## config.mk

```make
export PLATFORM = sky130hd
export DESIGN_NAME = dreq_fifo_window
export DESIGN_NICKNAME = d
export VERILOG_FILES = /design/src/rtl/dreq_pkg.sv /design/src/rtl/dreq_cfg_regs.sv /design/src/rtl/dreq_pingpong.sv /design/src/rtl/dreq_fifo_window.sv
export SDC_FILE = /design/constraint.sdc
export NUM_CORES = 1
export LEC_CHECK = 0
export ABC_AREA = 1
export BUFFER_PORTS_ARGS = -buffer_cell sky130_fd_sc_hd__buf_2
export CORE_MARGIN = 2
export CORE_UTILIZATION = 38
export CTS_CLUSTER_SIZE = 28
export DETAILED_ROUTE_END_ITERATION = 8
export GPL_ROUTABILITY_DRIVEN = 1
export SETUP_SLACK_MARGIN = 0.3
export SYNTH_ARGS = -nofsm -noshare
export SYNTH_HDL_FRONTEND = slang
export SYNTH_SLANG_ARGS = --single-unit
```

## constraint.sdc

```tcl
create_clock -name clk_i -period 4.84 [get_ports clk_i]
set_input_delay 0.484 -clock clk_i [delete_from_list [all_inputs] [get_ports clk_i]]
set_output_delay 0.484 -clock clk_i [all_outputs]
set_load 0.005 [all_outputs]
```

## src/rtl/dreq_pkg.sv

```systemverilog
package dreq_pkg;
  localparam int unsigned DW   = 16;
  localparam int unsigned AW   = 3;
  localparam int unsigned NREG = 5;

  localparam logic [AW-1:0] OFF_SRC_HI = 3'd0;
  localparam logic [AW-1:0] OFF_SRC_LO = 3'd1;
  localparam logic [AW-1:0] OFF_DST_HI = 3'd2;
  localparam logic [AW-1:0] OFF_DST_LO = 3'd3;
  localparam logic [AW-1:0] OFF_LEN    = 3'd4;
  localparam logic [AW-1:0] OFF_DATA   = 3'd5;

  localparam logic [DW-1:0] PROD_DATA_RD = 16'hFFFF;

  function automatic logic [DW-1:0] reg_mask(input int idx);
    case (idx)
      0:       return 16'h00FF;
      1:       return 16'hFFFE;
      2:       return 16'h00FF;
      3:       return 16'hFFFF;
      4:       return 16'hFFFC;
      default: return 16'h0000;
    endcase
  endfunction
endpackage

```

## src/rtl/dreq_cfg_regs.sv

```systemverilog
module dreq_cfg_regs
  import dreq_pkg::*;
(
  input  logic          clk_i,
  input  logic          rst_ni,
  input  logic          p_wen_i,
  input  logic [AW-1:0] p_addr_i,
  input  logic [DW-1:0] p_wdata_i,
  input  logic          c_wen_i,
  input  logic [AW-1:0] c_addr_i,
  input  logic [DW-1:0] c_wdata_i,
  output logic [DW-1:0] p_rd_o,
  output logic [DW-1:0] c_rd_o
);
  logic [DW-1:0] regs_q [NREG];

  for (genvar gi = 0; gi < NREG; gi++) begin : g_reg
    localparam logic [AW-1:0] OFF  = AW'(gi);
    localparam logic [DW-1:0] MASK = reg_mask(gi);
    always_ff @(posedge clk_i or negedge rst_ni) begin
      if (!rst_ni)                          regs_q[gi] <= '0;
      else if (p_wen_i && p_addr_i == OFF)  regs_q[gi] <= p_wdata_i & MASK;
      else if (c_wen_i && c_addr_i == OFF)  regs_q[gi] <= c_wdata_i & MASK;
    end
  end

  function automatic logic [DW-1:0] rd_sel(input logic [AW-1:0] a);
    logic [DW-1:0] r;
    r = '0;
    for (int i = 0; i < NREG; i++)
      if (a == AW'(i)) r = regs_q[i];
    return r;
  endfunction

  assign p_rd_o = rd_sel(p_addr_i);
  assign c_rd_o = rd_sel(c_addr_i);


  prod_wins_chk: assert property (@(posedge clk_i) disable iff (!rst_ni)
    p_wen_i && p_addr_i == OFF_DST_LO |=> regs_q[3] == $past(p_wdata_i));


  len_mask_chk: assert property (@(posedge clk_i) disable iff (!rst_ni)
    c_wen_i && c_addr_i == OFF_LEN && !(p_wen_i && p_addr_i == OFF_LEN)
    |=> regs_q[4][1:0] == 2'b00 && regs_q[4][15:2] == $past(c_wdata_i[15:2]));
endmodule

```

## src/rtl/dreq_pingpong.sv

```systemverilog
module dreq_pingpong
  import dreq_pkg::*;
#(
  parameter int unsigned WORDS = 4
) (
  input  logic          clk_i,
  input  logic          rst_ni,
  input  logic          push_i,
  input  logic [DW-1:0] push_data_i,
  input  logic          pop_i,
  output logic [DW-1:0] pop_data_o,
  output logic          data_avail_o,
  output logic          overflow_o,
  output logic          underrun_o
);
  localparam int unsigned IW = (WORDS > 1) ? $clog2(WORDS) : 1;
  localparam logic [IW-1:0] LAST = IW'(WORDS - 1);

  logic [DW-1:0] mem_q [2][WORDS];
  logic [1:0]    full_q, full_n;
  logic          wb_q, wb_n, rb_q, rb_n;
  logic [IW-1:0] wi_q, wi_n, ri_q, ri_n;
  logic          avail_n, ovf_n, und_n;
  logic          mem_we;
  logic          mem_blk;
  logic [IW-1:0] mem_idx;

  // read step first, then write step against the updated state
  always_comb begin
    full_n  = full_q;
    wb_n    = wb_q;
    rb_n    = rb_q;
    wi_n    = wi_q;
    ri_n    = ri_q;
    avail_n = 1'b0;
    ovf_n   = overflow_o;
    und_n   = underrun_o;
    mem_we  = 1'b0;
    mem_blk = wb_q;
    mem_idx = wi_q;

    if (pop_i) begin
      if (!full_q[rb_q]) und_n = 1'b1;
      if (ri_q == LAST) begin
        full_n[rb_q] = 1'b0;
        ri_n         = '0;
        if (full_n[~rb_q]) begin
          rb_n = ~rb_q;
          wb_n = rb_q;
        end
      end else begin
        ri_n = ri_q + 1'b1;
      end
    end

    if (push_i) begin
      if (full_n[wb_n]) begin
        ovf_n = 1'b1;
      end else begin
        mem_we  = 1'b1;
        mem_blk = wb_n;
        mem_idx = wi_q;
        if (wi_q == LAST) begin
          full_n[wb_n] = 1'b1;
          wi_n         = '0;
          if (!full_n[~wb_n]) begin
            rb_n    = wb_n;
            wb_n    = ~wb_n;
            avail_n = 1'b1;
          end
        end else begin
          wi_n = wi_q + 1'b1;
        end
      end
    end
  end

  always_ff @(posedge clk_i or negedge rst_ni) begin
    if (!rst_ni) begin
      full_q       <= '0;
      wb_q         <= 1'b0;
      rb_q         <= 1'b0;
      wi_q         <= '0;
      ri_q         <= '0;
      data_avail_o <= 1'b0;
      overflow_o   <= 1'b0;
      underrun_o   <= 1'b0;
    end else begin
      full_q       <= full_n;
      wb_q         <= wb_n;
      rb_q         <= rb_n;
      wi_q         <= wi_n;
      ri_q         <= ri_n;
      data_avail_o <= avail_n;
      overflow_o   <= ovf_n;
      underrun_o   <= und_n;
    end
  end

  always_ff @(posedge clk_i or negedge rst_ni) begin
    if (!rst_ni) begin
      for (int b = 0; b < 2; b++)
        for (int w = 0; w < WORDS; w++)
          mem_q[b][w] <= '0;
    end else if (mem_we) begin
      mem_q[mem_blk][mem_idx] <= push_data_i;
    end
  end

  assign pop_data_o = mem_q[rb_q][ri_q];


  avail_full_chk: assert property (@(posedge clk_i) disable iff (!rst_ni)
    data_avail_o |-> full_q[rb_q] && !full_q[wb_q]);


  ovf_sticky_chk: assert property (@(posedge clk_i) disable iff (!rst_ni)
    overflow_o |=> overflow_o);


  drop_chk: assert property (@(posedge clk_i) disable iff (!rst_ni)
    push_i && !pop_i && full_q[wb_q] |=> $stable(wi_q) && overflow_o);


  und_set_chk: assert property (@(posedge clk_i) disable iff (!rst_ni)
    pop_i && !full_q[rb_q] |=> underrun_o);


  rd_swap_chk: assert property (@(posedge clk_i) disable iff (!rst_ni)
    pop_i && !push_i && ri_q == LAST && full_q[~rb_q] |=> rb_q != $past(rb_q) && wb_q == $past(rb_q));
endmodule

```

## src/rtl/dreq_fifo_window.sv

```systemverilog
module dreq_fifo_window
  import dreq_pkg::*;
(
  input  logic        clk_i,
  input  logic        rst_ni,
  input  logic        p_sel_i,
  input  logic        p_we_i,
  input  logic [2:0]  p_addr_i,
  input  logic [15:0] p_wdata_i,
  output logic [15:0] p_rdata_o,
  input  logic        c_sel_i,
  input  logic        c_we_i,
  input  logic [2:0]  c_addr_i,
  input  logic [15:0] c_wdata_i,
  output logic [15:0] c_rdata_o,
  output logic        data_avail_o,
  output logic        overflow_o,
  output logic        underrun_o
);
  logic          p_wen, c_wen, push, pop;
  logic [DW-1:0] p_reg_rd, c_reg_rd, fifo_word;

  assign p_wen = p_sel_i && p_we_i;
  assign c_wen = c_sel_i && c_we_i;
  assign push  = p_wen && p_addr_i == OFF_DATA;
  assign pop   = c_sel_i && !c_we_i && c_addr_i == OFF_DATA;

  dreq_cfg_regs u_regs (
    .clk_i     (clk_i),
    .rst_ni    (rst_ni),
    .p_wen_i   (p_wen),
    .p_addr_i  (p_addr_i),
    .p_wdata_i (p_wdata_i),
    .c_wen_i   (c_wen),
    .c_addr_i  (c_addr_i),
    .c_wdata_i (c_wdata_i),
    .p_rd_o    (p_reg_rd),
    .c_rd_o    (c_reg_rd)
  );

  dreq_pingpong #(.WORDS(4)) u_fifo (
    .clk_i        (clk_i),
    .rst_ni       (rst_ni),
    .push_i       (push),
    .push_data_i  (p_wdata_i),
    .pop_i        (pop),
    .pop_data_o   (fifo_word),
    .data_avail_o (data_avail_o),
    .overflow_o   (overflow_o),
    .underrun_o   (underrun_o)
  );

  always_comb begin
    p_rdata_o = '0;
    if (p_sel_i && !p_we_i)
      p_rdata_o = (p_addr_i == OFF_DATA) ? PROD_DATA_RD : p_reg_rd;
  end

  always_comb begin
    c_rdata_o = '0;
    if (c_sel_i && !c_we_i)
      c_rdata_o = (c_addr_i == OFF_DATA) ? fifo_word : c_reg_rd;
  end


  prod_data_rd_chk: assert property (@(posedge clk_i) disable iff (!rst_ni)
    p_sel_i && !p_we_i && p_addr_i == OFF_DATA && !pop && !c_wen
    |=> $stable(overflow_o) && $stable(underrun_o) && !data_avail_o);
endmodule

```

==> reports/qor.yml <==
status:
  status: "complete, no violations"
yosys:
  ys_warn_count: 0
  syn_area_per_cell_um2: 8.058
  synthFlopType: "dfrtp_1"
  yosysTopAreaCell: "dfrtp_1"
  synth_common_cells: "nand2_1, dfrtp_1, nand3_1"
  synth-simple-area-share: 0.2634
  synth_top_family_by_area: "simple AND/OR/NAND/NOR gates"
  synthesis.nets: 1403
  synth_edf_count: 0
  synth-seq-cells: 200
  async_reset_ff_frac: 1.000
  synthMostInstantiatedCell: "nand2_1"
  synthesis.area_um2: 10910
  ys_top_cells_by_area: "dfrtp_1, nand2_1, nand3_1"
  synthMuxAreaShare: 0
  synth_top_area_frac: 0.4587
  synth.distinct_cells: 40
  synthXorXnorAreaFrac: 0
  synth_compound_area_frac: 0.1898
  netlist_instances: 1354
  ys_seq_area_frac: 0.4587
  synthAdderAreaFrac: 0.005734
power_and_ir_drop:
  leakage_nw: 5.673
  peakVddDrop_v: 0.0002096
  p_per_area_nw_per_um2: 406.8
placed_design:
  numPlacedInstances: 1743
  placed_area_um2: 11370
  dp_hpwl_um: 22850
  portBuffers: 78
  routabilityCongestion: 0.9691
  post-place-ws_ns: 1.850
worst_setup_path:
  path_max_fanout: 19
  end_kind: "output port"
  cp.depth: 6
  r2r_cells: 9
  critPathBufInv: 2
  critPathMaxStageDelay_ns: 0.97
  path_cells: "inv_1 -> nand3_1 -> nand3_1 -> nand2_1 -> a31oi_1 -> buf_2"
  rrSetupSlack_ns: 1.80
  critPathLaunchType: "flip-flop"
  critPathLaunch: "u_fifo.ri_q[1]"
  cpMostUsedCell: "nand3_1"
  r2r-end: "u_fifo.mem_q[46]"
  critPathKind: "reg2out"
  cp_data_arrival_time_ns: 2.85
  critPathTopFamily: "flip-flops"
  cp_slowest_cell: "dfrtp_1"
  crit_required_ns: 4.36
  r2r_start: "u_fifo.ri_q[1]"
  endpoint: "c_rdata_o[4]"
grt:
  grt_pass1_wl_um: 54430
  grt_max_degree: 116
  gr-total-overflow: 0
  grt_pass1_vias: 9202
  track_usage: 0.2340
  antenna_found_initial: 0
clock_network:
  cts_tree: "yes"
  cts.htree.levels: 4
  cts-resized-gates: 0
  path_clk_slew_ns: 0.08
  numCtsBuffers: 17
  cts_sinks: 200
  clock_latency_ns: 0.45
  cts-root-buf: "clkbuf_16"
  clockBufferDepth: 2
  post-cts-setup-buffers: 0
  hold_buffers: 0
sta:
  setup_ws_ns: 1.508
  rsz0062_at_grt: "false"
  hold_viol_final: 0
  finalClockSkew_ns: 0.009855
  fmax_mhz: 300.1
  slew_violations: 0
  setup_tns_ns: 0
  setup_viol: 0
  min_period_ns: 3.332
  tightestPinTransition_ns: 1.197
  slew_headroom: 0.2021
  post-route-period-util: 0.6885
floorplan:
  die_w_um: 173.4
  initial_core_util: 0.3832
  core_area_um2: 28470
  std_cell_rows: 62
  io_pins: 79
  die_h_um: 173.4
  die_area_um2: 30080
drt:
  wire_per_inst_um: 19.68
  viasPerCell: 5.530
  antenna_left: 0
  wirelength_um: 34930
  dr.pass1.iters: 6
  vias: 9815
  drc_errors: 0
  drtIter0Drc: 1086
final_layout:
  multi_input_area_um2: 5012
  fin_cells: 1775
  postLayoutCellArea_um2: 11970
  layout-drive-gt1-share: 0.1682
  fin_nets: 1427
  n_fill_cell: 2976
  syn_to_final_growth_pct: 9.702
  regArea_um2: 5006
  n_antenna_cell: 0
min_path:
  hold_class: "in2async"
job:
  drv_cap: 0
stage by stage:
stage	util	hold slack [ns]	power, mW
finish	0.4204	0.1246	4.869
global route	0.4204	0.2331	5.113
CTS	0.4204	0.1991	4.864
detailed placement	0.3992	0.4541	3.379
global placement	0.3992	0.4486	3.359
floorplan	-	0.1884	2.969
cells in the final DEF, fill, tap and decap left out, drive strengths merged:
master / n
a21oi: 55
a22oi: 10
a31o: 1
a31oi: 8
buf: 85
bufinv: 3
clkbuf: 18
clkinv: 11
clkinvlp: 2
dfrtp: 200
ha: 5
inv: 104
nand2: 438
nand3: 139
nand4: 4
nor2: 59
nor3: 5
o2111ai: 1
o211ai: 10
o21ai: 160
o21bai: 1
o221ai: 30
o22ai: 33
o311ai: 3
o31ai: 6
worst min-delay path by stage:
stage                     start                  end  slack, ns  cells past startpoint
2_1_floorplan            rst_ni  u_fifo.data_avail_o       0.19                      0
3_3_place_gp   u_fifo.mem_q[50]     u_fifo.mem_q[50]       0.45                      2
3_5_place_dp   u_fifo.mem_q[49]     u_fifo.mem_q[49]       0.45                      2
4_1_cts                  rst_ni    u_regs.regs_q[52]       0.20                      1
5_1_grt                  rst_ni    u_regs.regs_q[52]       0.23                      1
6_report                 rst_ni    u_regs.regs_q[52]       0.12                      1
sequential cells by signal, indices dropped and copies added (netlist names):
signal and flops:
u_fifo.mem_q 128, u_regs.regs_q 61, u_fifo.full_q 2, u_fifo.ri_q 2
u_fifo.wi_q 2, u_fifo.data_avail_o 1, u_fifo.overflow_o 1, u_fifo.rb_q 1
u_fifo.underrun_o 1, u_fifo.wb_q 1
metal layers:
| layer | vias up | global-route usage | routed length, µm |
|---|---|---|---|
| met5 | - | 0 | 0 |
| li1 | 4607 | - | - |
| met3 | 56 | 0.03289 | 2293 |
| met2 | 435 | 0.3753 | 16340 |
| met4 | 0 | 0.06886 | 705 |
| met1 | 4717 | 0.3301 | 15600 |
final cells by class:
type / instances / share of cell area
flip-flops and latches: 200 / 0.4183
inverters: 105 / 0.03303
repair buffers: 86 / 0.03941
multi-input cells: 968 / 0.4188
clock buffers: 17 / 0.03554
clock inverters: 15 / 0.01484
well taps: 384 / 0.04014
cells by family (layout without fill, tap and decap cells):
group / Yosys count / count (layout)
AND/OR/NAND/NOR: 645 / 645
AO/OA/AOI/OAI: 318 / 318
flip-flops: 200 / 200
buffers and inverters: 186 / 223
adder cells (fa/ha/maj): 5 / 5
power breakdown:
part	internal, mW	total (mW)	switching, mW
Sequential	1.94	2.15	0.202
Combinational	0.379	1.22	0.845
Clock	0.816	1.50	0.682
(Power assumes the default switching activity.)
